### src/rtl/wake_pkg.sv
// Shared types for the bus wake-up pattern detector.
// Assumes: a single clock domain after the input synchronizer.
package wake_pkg;

    // Position in the three-event wake-up sequence.
    typedef enum logic [1:0] {
        SEQ_IDLE      = 2'd0,   // waiting for the long dominant phase
        SEQ_WAIT_REC  = 2'd1,   // first event done, waiting for recessive
        SEQ_WAIT_DOM3 = 2'd2,   // second event done, waiting for dominant
        SEQ_WOKEN     = 2'd3    // request accepted, receive line follows bus
    } seq_state_t;

    // Bus level coding used on every internal level signal.
    localparam logic LVL_DOMINANT  = 1'b1;
    localparam logic LVL_RECESSIVE = 1'b0;

endpackage

### src/rtl/wake_sync.sv
// Multi-stage synchronizer for the asynchronous bus level.
// Assumes: STAGES >= 1; reset value is the recessive level so a reset
// never presents a false dominant sample to the filters.
module wake_sync #(
    parameter int STAGES = 2
) (
    input  logic clk,
    input  logic rst_n,
    input  logic d_i,
    output logic q_o
);
    import wake_pkg::*;

    logic [STAGES-1:0] sr_q;

    generate
        if (STAGES == 1) begin : g_single
            // Purpose: single capture flop.
            always_ff @(posedge clk) begin
                if (!rst_n) sr_q <= {STAGES{LVL_RECESSIVE}};
                else        sr_q <= d_i;
            end
        end else begin : g_chain
            // Purpose: shift the bus level through the flop chain.
            always_ff @(posedge clk) begin
                if (!rst_n) sr_q <= {STAGES{LVL_RECESSIVE}};
                else        sr_q <= {sr_q[STAGES-2:0], d_i};
            end
        end
    endgenerate

    assign q_o = sr_q[STAGES-1];

endmodule

### src/rtl/wake_run_filter.sv
// Run-length filter: reports a hit on the sample that completes LEN
// consecutive samples equal to the target level. Any sample at the other
// level, or a clear, restarts the count. The count also restarts after a
// hit, so a following phase is measured from zero.
// Assumes: LEN >= 1; target may change only together with a hit or clear.
module wake_run_filter #(
    parameter int LEN = 4
) (
    input  logic clk,
    input  logic rst_n,
    input  logic clr_i,
    input  logic level_i,
    input  logic target_i,
    output logic hit_o
);
    localparam int            CW   = (LEN > 1) ? $clog2(LEN) : 1;
    localparam logic [CW-1:0] LAST = CW'(LEN - 1);

    logic [CW-1:0] run_q;
    logic          match;

    assign match = (level_i == target_i);
    assign hit_o = !clr_i && match && (run_q == LAST);

    // Purpose: count consecutive matching samples, restart on mismatch or hit.
    always_ff @(posedge clk) begin
        if (!rst_n)                 run_q <= '0;
        else if (clr_i || !match)   run_q <= '0;
        else if (run_q == LAST)     run_q <= '0;
        else                        run_q <= run_q + 1'b1;
    end

endmodule

### src/rtl/wake_window_timer.sv
// Saturating window timer. Counts cycles while inc_i is set and reports
// expiry once LIMIT cycles have elapsed since the first counted cycle.
// Assumes: LIMIT >= 1; clr_i takes priority over inc_i.
module wake_window_timer #(
    parameter int LIMIT = 20
) (
    input  logic clk,
    input  logic rst_n,
    input  logic clr_i,
    input  logic inc_i,
    output logic expired_o
);
    localparam int            TW  = $clog2(LIMIT + 1);
    localparam logic [TW-1:0] TOP = TW'(LIMIT);

    logic [TW-1:0] cnt_q;

    assign expired_o = (cnt_q == TOP);

    // Purpose: advance the window count, hold at the limit, clear on request.
    always_ff @(posedge clk) begin
        if (!rst_n)             cnt_q <= '0;
        else if (clr_i)         cnt_q <= '0;
        else if (inc_i && !expired_o) cnt_q <= cnt_q + 1'b1;
    end

endmodule

### src/rtl/wake_seq_ctrl.sv
// Sequence controller for the three-event wake-up pattern. Steers the two
// run filters and the window timer, tracks the sequence state and raises
// a one-cycle flag when the third event completes inside the window.
// Assumes: EV1 filter length <= window length; expiry beats a completing
// event in the same cycle.
module wake_seq_ctrl (
    input  logic                  clk,
    input  logic                  rst_n,
    input  logic                  active_i,
    input  logic                  bus_dom_i,
    input  logic                  ev1_hit_i,
    input  logic                  ev23_hit_i,
    input  logic                  expired_i,
    output logic                  ev1_clr_o,
    output logic                  ev23_clr_o,
    output logic                  ev23_target_o,
    output logic                  tmr_clr_o,
    output logic                  tmr_inc_o,
    output wake_pkg::seq_state_t  state_o,
    output logic                  wake_pulse_o
);
    import wake_pkg::*;

    seq_state_t state_q;
    seq_state_t state_d;
    logic       in_mid;
    logic       accept;

    assign in_mid = (state_q == SEQ_WAIT_REC) || (state_q == SEQ_WAIT_DOM3);

    // Purpose: control of the filters and the window timer.
    always_comb begin
        ev1_clr_o     = !active_i || (state_q != SEQ_IDLE);
        ev23_clr_o    = !active_i || !in_mid || expired_i;
        ev23_target_o = (state_q == SEQ_WAIT_DOM3) ? LVL_DOMINANT : LVL_RECESSIVE;
        tmr_clr_o     = !active_i
                     || (state_q == SEQ_WOKEN)
                     || expired_i
                     || ((state_q == SEQ_IDLE) && (bus_dom_i == LVL_RECESSIVE));
        tmr_inc_o     = !tmr_clr_o;
    end

    assign accept = active_i && (state_q == SEQ_WAIT_DOM3) && !expired_i && ev23_hit_i;

    // Purpose: next sequence state.
    always_comb begin
        state_d = state_q;
        if (!active_i) begin
            state_d = SEQ_IDLE;
        end else begin
            unique case (state_q)
                SEQ_IDLE:      if (ev1_hit_i)  state_d = SEQ_WAIT_REC;
                SEQ_WAIT_REC:  if (expired_i)  state_d = SEQ_IDLE;
                               else if (ev23_hit_i) state_d = SEQ_WAIT_DOM3;
                SEQ_WAIT_DOM3: if (expired_i)  state_d = SEQ_IDLE;
                               else if (ev23_hit_i) state_d = SEQ_WOKEN;
                SEQ_WOKEN:     state_d = SEQ_WOKEN;
                default:       state_d = SEQ_IDLE;
            endcase
        end
    end

    // Purpose: sequence state and acceptance flag registers.
    always_ff @(posedge clk) begin
        if (!rst_n) begin
            state_q      <= SEQ_IDLE;
            wake_pulse_o <= 1'b0;
        end else begin
            state_q      <= state_d;
            wake_pulse_o <= accept;
        end
    end

    assign state_o = state_q;

endmodule

### src/rtl/bus_wake_detector.sv
// Top of the bus wake-up pattern detector. Synchronizes the bus level,
// runs the event filters, window timer and sequence controller, and
// drives the receive line: bus-following in normal mode or after an
// accepted wake-up, held high otherwise in standby.
// Assumes: EV1_CYC <= WINDOW_CYC; EV23_CYC >= 1; SYNC_STAGES >= 1.
module bus_wake_detector #(
    parameter int SYNC_STAGES = 2,
    parameter int EV1_CYC     = 100,
    parameter int EV23_CYC    = 20,
    parameter int WINDOW_CYC  = 160000
) (
    input  logic clk,
    input  logic rst_n,
    input  logic standby_i,
    input  logic wake_en_i,
    input  logic bus_dom_i,
    output logic rxd_o,
    output logic wake_pulse_o
);
    import wake_pkg::*;

    logic       bus_s;
    logic       active;
    logic       ev1_clr, ev1_hit;
    logic       ev23_clr, ev23_hit, ev23_target;
    logic       tmr_clr, tmr_inc, expired;
    seq_state_t seq_state;
    logic       follow_bus;
    logic       rxd_q;

    assign active = standby_i && wake_en_i;

    wake_sync #(.STAGES(SYNC_STAGES)) u_sync (
        .clk   (clk),
        .rst_n (rst_n),
        .d_i   (bus_dom_i),
        .q_o   (bus_s)
    );

    wake_run_filter #(.LEN(EV1_CYC)) u_ev1_filt (
        .clk      (clk),
        .rst_n    (rst_n),
        .clr_i    (ev1_clr),
        .level_i  (bus_s),
        .target_i (LVL_DOMINANT),
        .hit_o    (ev1_hit)
    );

    wake_run_filter #(.LEN(EV23_CYC)) u_ev23_filt (
        .clk      (clk),
        .rst_n    (rst_n),
        .clr_i    (ev23_clr),
        .level_i  (bus_s),
        .target_i (ev23_target),
        .hit_o    (ev23_hit)
    );

    wake_window_timer #(.LIMIT(WINDOW_CYC)) u_window (
        .clk       (clk),
        .rst_n     (rst_n),
        .clr_i     (tmr_clr),
        .inc_i     (tmr_inc),
        .expired_o (expired)
    );

    wake_seq_ctrl u_ctrl (
        .clk           (clk),
        .rst_n         (rst_n),
        .active_i      (active),
        .bus_dom_i     (bus_s),
        .ev1_hit_i     (ev1_hit),
        .ev23_hit_i    (ev23_hit),
        .expired_i     (expired),
        .ev1_clr_o     (ev1_clr),
        .ev23_clr_o    (ev23_clr),
        .ev23_target_o (ev23_target),
        .tmr_clr_o     (tmr_clr),
        .tmr_inc_o     (tmr_inc),
        .state_o       (seq_state),
        .wake_pulse_o  (wake_pulse_o)
    );

    assign follow_bus = !standby_i || (seq_state == SEQ_WOKEN);

    // Purpose: registered receive line, high unless reporting bus state.
    always_ff @(posedge clk) begin
        if (!rst_n)          rxd_q <= 1'b1;
        else if (follow_bus) rxd_q <= (bus_s == LVL_RECESSIVE);
        else                 rxd_q <= 1'b1;
    end

    assign rxd_o = rxd_q;

endmodule

### config.mk
export PLATFORM = sky130hd
export DESIGN_NAME = bus_wake_detector
export DESIGN_NICKNAME = d
export VERILOG_FILES = /design/src/rtl/wake_pkg.sv /design/src/rtl/wake_sync.sv /design/src/rtl/wake_run_filter.sv /design/src/rtl/wake_window_timer.sv /design/src/rtl/wake_seq_ctrl.sv /design/src/rtl/bus_wake_detector.sv
export SDC_FILE = /design/constraint.sdc
export NUM_CORES = 1
export LEC_CHECK = 0
export ABC_AREA = 1
export BUFFER_PORTS_ARGS = -buffer_cell sky130_fd_sc_hd__buf_2
export CORE_MARGIN = 1.5
export CORE_UTILIZATION = 25
export CTS_CLUSTER_SIZE = 25
export DETAILED_ROUTE_END_ITERATION = 6
export SYNTH_ARGS = -nofsm -noshare
export SYNTH_HDL_FRONTEND = slang
export SYNTH_HIERARCHICAL = 1
export SYNTH_SLANG_ARGS = --single-unit
### constraint.sdc
create_clock -name clk -period 2.74 [get_ports clk]
set_input_delay 0.548 -clock clk [delete_from_list [all_inputs] [get_ports clk]]
set_output_delay 0.548 -clock clk [all_outputs]
set_load 0.01 [all_outputs]
==> results of run 1 <==
[flip-flops by register name, indices dropped and copies added (netlist names)]
signal,count
u_ctrl/wake_pulse_o,1
u_window/cnt_q,18
u_ctrl/state_o,2
u_sync/sr_q,2
rxd_o,1
u_ev1_filt/run_q,7
u_ev23_filt/run_q,5
[final cells by class]
cell class	count	share of cell area, %
Timing Repair Buffer	7	1.55
Clock buffer	7	3.57
Sequential cell	36	29.8
Tap cell	105	5.43
Multi-Input combinational cell	236	51.8
Inverter	49	7.60
Clock inverter	1	0.310
[cells by family after synthesis]
group | share of synthesized area (%)
adders and majority gates | 5.15
DFF | 33.0
AOI/OAI and AO/OA | 6.07
buffers and inverters | 9.67
xor gates and xnor gates | 4.41
and+or+nand+nor | 41.6
other | 0.172
[metrics by stage]
| step | hold WS (ps) | cells |
|---|---|---|
| 2_1_floorplan | 390 | 325 |
| 3_3_place_gp | 394 | 433 |
| 3_5_place_dp | 398 | 433 |
| 4_1_cts | 417 | 441 |
| 5_1_grt | 435 | 441 |
| 6_report | 413 | 441 |
[worst paths after layout]
path                                     endpoint  slack [ps]               from
worst max-delay path            u_window/cnt_q[4]         580  u_window/cnt_q[0]
worst min-delay path               u_sync/sr_q[1]         410     u_sync/sr_q[0]
worst max register to register  u_window/cnt_q[4]         580  u_window/cnt_q[0]
worst min register to register     u_sync/sr_q[1]         410     u_sync/sr_q[0]
[per-layer routing]
metal  vias up  global-route usage [%]  routed length, µm
met5         -                       0                  0
met4         0                    4.23                 72
met3         8                    2.82                139
met2        24                    16.3               1820
met1       834                    12.7               2030
li1       1012                       -                  -
[placed cells by master, fill, tap and decap left out]
| master | count |
|---|---|
| conb_1 | 1 |
| buf_2 | 6 |
| inv_1 | 42 |
| nor2_1 | 49 |
| clkinv_1 | 2 |
| nand2_1 | 86 |
| dfxtp_1 | 36 |
| nor3_2 | 1 |
| ha_1 | 9 |
| nand3_2 | 4 |
| clkinvlp_4 | 1 |
| a21oi_1 | 4 |
| nor2_2 | 11 |
| buf_4 | 1 |
| or2_0 | 1 |
| clkbuf_8 | 6 |
| xnor2_1 | 2 |
| clkbuf_1 | 1 |
| nand3_1 | 22 |
| nor2_4 | 3 |
| nand3b_1 | 4 |
| xor2_1 | 9 |
| o21ai_0 | 5 |
| o211a_1 | 1 |
| a21boi_2 | 1 |
| nand2_2 | 4 |
| o21ai_1 | 1 |
| and2_1 | 1 |
| nand4_1 | 6 |
| nand2_4 | 2 |
| inv_2 | 5 |
| nor4_1 | 1 |
| nor3_1 | 1 |
| a21oi_2 | 7 |
[where the power goes]
part | leakage (nW) | internal, mW | switching [mW]
registers | 0.290 | 0.525 | 0.00177
logic | 0.596 | 0.00777 | 0.0148
clock network | 0.0445 | 0.204 | 0.196
[worst register-to-register path, delay by kind of cell, from the launching register on]
family	cells	cell delay, ps
buffers and inverters	4	760
AND/OR/NAND/NOR	4	690
flip-flops	1	340
adder cells (fa/ha/maj)	1	140
AO/OA/AOI/OAI	1	110
==> impl_metrics.env, run 1 <==
export IMPL_outcome="finished, final reports clean"
export IMPL_synth_cell_types=33
export IMPL_grt_pass1_vias=1699
export IMPL_design_core_area_mm2=0.00834
export IMPL_drv_cap=0
export IMPL_yosys_register_bits=36
export IMPL_ioPinCount=7
export IMPL_drt_iter0_markers=94
export IMPL_overflow=0
export IMPL_clockRootBuffer="clkbuf_8"
export IMPL_antenna_found_initial=0
export IMPL_design_area_mm2=0.00242
export IMPL_finalMaxSlewViolations=0
export IMPL_cp_max_fo=12
export IMPL_hold_path_depth=2
export IMPL_place_area_mm2=0.00233
export IMPL_cp_top_family="buffers and inverters"
export IMPL_critical_path_slowest_cell="nor4_1"
export IMPL_path_cells="inv_1, ha_1, nand2_1, nor4_1, inv_2, nand2_1, nor2_1, buf_4, inv_1, a21oi_1"
export IMPL_place_hpwl_mm=2.95
export IMPL_grt_first_pass_wirelength_mm=7.33
export IMPL_synth_main_ff_cell="dfxtp_1"
export IMPL_seqCellArea_um2=721
export IMPL_cts_tree="yes"
export IMPL_required_ps=2890
export IMPL_worst_hold_path_type="reg -> reg"
export IMPL_fillers=938
export IMPL_ys_seq_area_share_pct=33.0
export IMPL_diodes=0
export IMPL_start_util_pct=26.2
export IMPL_holdBufCountCts=0
export IMPL_multi_input_area_mm2=0.00125
export IMPL_total_power_mw=0.950
export IMPL_die_y_um=96.5
export IMPL_rows=33
export IMPL_slowest_delay_ps=460
export IMPL_rsz0062_at_grt="false"
export IMPL_clockBufferDepth=2
export IMPL_drive_gt1_share_pct=15.5
export IMPL_finalWorstSetupSlack_ps=575
export IMPL_crit_arrival_ps=2320
export IMPL_post_route_util_pct=29.0
export IMPL_grt_use_total_pct=10.1
export IMPL_clock_fmax_mhz=462
export IMPL_pwr_density_cell_mw_per_mm2=392
export IMPL_setup_viol=0
export IMPL_vias=1878
export IMPL_die_w_um=96.5
export IMPL_cts_setup_buffers=0
export IMPL_final_hold_violation_count=0
export IMPL_path_buf_inv=4
export IMPL_peakVddDrop_v=0.000265
export IMPL_cts_max_level=2
export IMPL_finalClockSkew_ps=3.94
export IMPL_ys_top_cells_by_area="dfxtp_1 33%, nand2_1 15%, nor2_1 8.4%, inv_1 7.2%, ha_1 5.2%"
export IMPL_synth_fp_nets=339
export IMPL_path_class="reg -> reg"
export IMPL_ys_warnings_count=6
export IMPL_synth_commonest_cells="86 x nand2_1, 49 x nor2_1, 42 x inv_1"
export IMPL_dp_slack_ps=535
export IMPL_grt_max_degree=15
export IMPL_viasPerCell=4.26
export IMPL_startpoint_type="register"
export IMPL_wl_per_cell_um=9.21
export IMPL_cts_sinks=36
export IMPL_endpoint_kind="register"
export IMPL_wl_mm=4.06
export IMPL_ctsResizeCount=0
export IMPL_path_clk_slew_ps=70
export IMPL_layout_area_overhead_vs_synth_pct=10.8
export IMPL_syn_instance_count=325
export IMPL_nets=349
export IMPL_synth_top_cell_area_share_pct=33.0
export IMPL_crit_cells=10
export IMPL_clkLatencyLatePin_ps=290
export IMPL_tightest_slew_ps=567
export IMPL_design_die_area_mm2=0.00931
export IMPL_setup_tns_ps=0
export IMPL_syn_area_mm2=0.00219
export IMPL_synth_most_common_cell="nand2_1"
export IMPL_gp_congestion=0.851
export IMPL_drc=0
export IMPL_io_buffers=6
export IMPL_cts_buffers=5
export IMPL_fin_crit_sh_pct=79.0
export IMPL_async_flop_share_pct=0
export IMPL_synth_area_per_cell_um2=6.73
export IMPL_min_period_ps=2160
export IMPL_synth_edf_count=0
export IMPL_yosysTopAreaCell="dfxtp_1"
export IMPL_p_leak_nw=0.931
export IMPL_maxSlewHeadroom_pct=62.2
export IMPL_rr_worst_depth=10
export IMPL_antenna_left=0
export IMPL_dr_pass1_iters=4
Note: power is estimated with default switching activity, not from simulation.
==> run 2, diff against run 1 <==
--- a/config.mk
+++ b/config.mk
@@ -5,7 +5,7 @@
 export SDC_FILE = /design/constraint.sdc
 export NUM_CORES = 1
 export LEC_CHECK = 0
-export ABC_AREA = 1
+export ABC_AREA = 0
 export BUFFER_PORTS_ARGS = -buffer_cell sky130_fd_sc_hd__buf_2
 export CORE_MARGIN = 1.5
 export CORE_UTILIZATION = 25
==> constraint.sdc (replaced) <==
create_clock -name clk -period 2.13 [get_ports clk]
set_input_delay 0.426 -clock clk [delete_from_list [all_inputs] [get_ports clk]]
set_output_delay 0.426 -clock clk [all_outputs]
set_load 0.01 [all_outputs]
==> impl_metrics.env, run 2 <==
export IMPL_fillers=755
export IMPL_die_w_um=89.7
export IMPL_path_buf_inv=1
export IMPL_endpoint_kind="register"
export IMPL_clockBufferDepth=2
export IMPL_yosys_register_bits=36
export IMPL_synth_edf_count=0
export IMPL_antenna_found_initial=0
export IMPL_yosysTopAreaCell="dfxtp_1"
export IMPL_syn_area_mm2=0.00188
export IMPL_viasPerCell=4.60
export IMPL_largest_register_ffs=18
export IMPL_drc=0
export IMPL_place_hpwl_mm=2.75
export IMPL_io_buffers=6
export IMPL_synth_area_per_cell_um2=9.22
export IMPL_place_area_mm2=0.00223
export IMPL_worst_hold_path_type="in -> reg"
export IMPL_cts_sinks=36
export IMPL_ys_warnings_count=6
export IMPL_finalMaxSlewViolations=0
export IMPL_finalWorstSetupSlack_ps=-14.2
export IMPL_top_register="u_window/cnt_q"
export IMPL_fin_cells=342
export IMPL_dp_cells=328
export IMPL_start_util_pct=25.9
export IMPL_antenna_left=0
export IMPL_final_hold_violation_count=0
export IMPL_reg_top3="u_window/cnt_q (18), u_ev1_filt/run_q (7), u_ev23_filt/run_q (5)"
export IMPL_violations="negative setup slack"
export IMPL_async_flop_share_pct=0
export IMPL_vias=1573
export IMPL_path_class="reg -> reg"
export IMPL_crit_arrival_ps=2370
export IMPL_finalClockSkew_ps=8.04
export IMPL_design_core_area_mm2=0.00725
export IMPL_ys_top_cells_by_area="dfxtp_1 38%, ha_1 6.0%, xor2_1 4.7%, nor2_1 3.0%, nand3_1 2.9%"
export IMPL_cts_tree="yes"
export IMPL_whs_ps=330
export IMPL_grt_pass1_vias=1435
export IMPL_synth_commonest_cells="36 x dfxtp_1, 15 x nor2_1, 12 x inv_1"
export IMPL_setup_viol=4
export IMPL_synth_fp_nets=218
export IMPL_grt_max_degree=16
export IMPL_gp_congestion=0.789
export IMPL_most_common_layout_cells="33 x dfxtp_1, 25 x buf_4, 15 x nor2_1"
export IMPL_synth_main_ff_cell="dfxtp_1"
export IMPL_synth_cell_types=53
export IMPL_p_leak_nw=0.872
export IMPL_clock_fmax_mhz=466
export IMPL_overflow=0
export IMPL_cts_buffers=5
export IMPL_diodes=0
export IMPL_pwr_density_cell_mw_per_mm2=532
export IMPL_clockRootBuffer="clkbuf_8"
export IMPL_ys_seq_area_share_pct=38.3
export IMPL_path_cells="inv_2, ha_4, or4b_4, nor4_4, nand2b_4, nor3_4, nand4_1, or3_1, a21oi_1"
export IMPL_drv_cap=0
export IMPL_rsz0062_at_grt="true"
export IMPL_cts_max_level=2
export IMPL_startpoint_type="register"
export IMPL_grt_use_total_pct=9.77
export IMPL_drive_gt1_share_pct=30.9
export IMPL_layout_area_overhead_vs_synth_pct=31.3
export IMPL_cp_max_fo=6
export IMPL_outcome="finished with violations"
export IMPL_min_period_ps=2140
export IMPL_wl_mm=3.98
export IMPL_drt_iter0_markers=72
export IMPL_critical_path_slowest_cell="or3_1"
export IMPL_dr_pass1_iters=4
export IMPL_setup_tns_ps=-50.9
export IMPL_wl_per_cell_um=11.6
export IMPL_grt_first_pass_wirelength_mm=6.46
export IMPL_total_power_mw=1.31
export IMPL_fin_crit_sh_pct=101
export IMPL_design_area_mm2=0.00247
export IMPL_clkLatencyLatePin_ps=290
export IMPL_cp_top_family="simple AND/OR/NAND/NOR gates"
export IMPL_r2r_slack_ps=-10
export IMPL_final_common_cell="dfxtp_1"
export IMPL_synth_top_cell_area_share_pct=38.3
export IMPL_path_clk_slew_ps=70
export IMPL_ioPinCount=7
export IMPL_peakVddDrop_v=0.000341
export IMPL_rows=31
export IMPL_die_y_um=89.7
export IMPL_slowest_delay_ps=370
export IMPL_required_ps=2360
export IMPL_holdBufCountCts=0
export IMPL_nets=256
export IMPL_synth_most_common_cell="dfxtp_1"
export IMPL_syn_instance_count=204
export IMPL_design_die_area_mm2=0.00805
run 2: cell count changes after synthesis, moves of 6 or more:
| cell | delta |
|---|---|
| a21oi_2 | -7 |
| nand3_1 | -11 |
| nor2_2 | -11 |
| inv_1 | -30 |
| nor3_1 | +8 |
| nand2_1 | -77 |
| o31ai_1 | +6 |
| or3_1 | +7 |
| nor2_1 | -34 |
run 2: final timing paths:
kind	from	endpoint	depth (start not counted)
worst max-delay path	u_window/cnt_q[0]	u_window/cnt_q[8]	9
worst min-delay path	bus_dom_i	u_sync/sr_q[0]	2
worst max register to register	u_window/cnt_q[0]	u_window/cnt_q[8]	9
worst min register to register	u_sync/sr_q[0]	u_sync/sr_q[1]	1
run 2: cell type report:
cell class,count,area [µm²],share of cell area [%]
clock buffer,6,72.6,2.94
clock inverter,2,35.0,1.42
inverter,13,48.8,1.98
multi-input combinational,152,1190,48.2
sequential,36,724,29.3
tap,99,124,5.02
timing repair buffer,34,274,11.1
run 2: report_power, final:
part / internal, mW / switching [mW] / total (mW) / leakage [nW]
Clock: 0.347 / 0.243 / 0.590 / 0.0552
Combinational: 0.0210 / 0.0254 / 0.0463 / 0.525
Sequential: 0.675 / 0.00118 / 0.676 / 0.292
run 2: kinds of logic after synthesis:
logic type	after synthesis	share of synthesized area, %
buffers and inverters	16	3.59
xor gates and xnor gates	15	6.99
other	1	0.199
adders and majority gates	9	5.99
AOI/OAI and AO/OA	36	14.0
and+or+nand+nor	90	30.4
DFF	36	38.3
muxes	1	0.532
run 2: per-layer routing:
layer	vias up	wire length [µm]	track usage, %
li1	810	-	-
met1	730	1870	12.5
met2	24	1870	15.6
met3	9	132	2.54
met4	0	102	3.97
met5	-	0	0
run 2: through the flow:
stage / utilization (%) / setup slack, ps
2_1_floorplan: - / -60.3
3_3_place_gp: 30.8 / 59.0
3_5_place_dp: 30.8 / 16.4
4_1_cts: 32.2 / 15.9
5_1_grt: 34.1 / -120
6_report: 34.1 / -14.2
run 2: timing repair:
item | CTS | global route
endpoints found under the setup margin | 2 | 20
resized for setup | 0 | 14
pin swaps | 1 | 13
buffers inserted | 0 | 5
cloned | 0 | 1
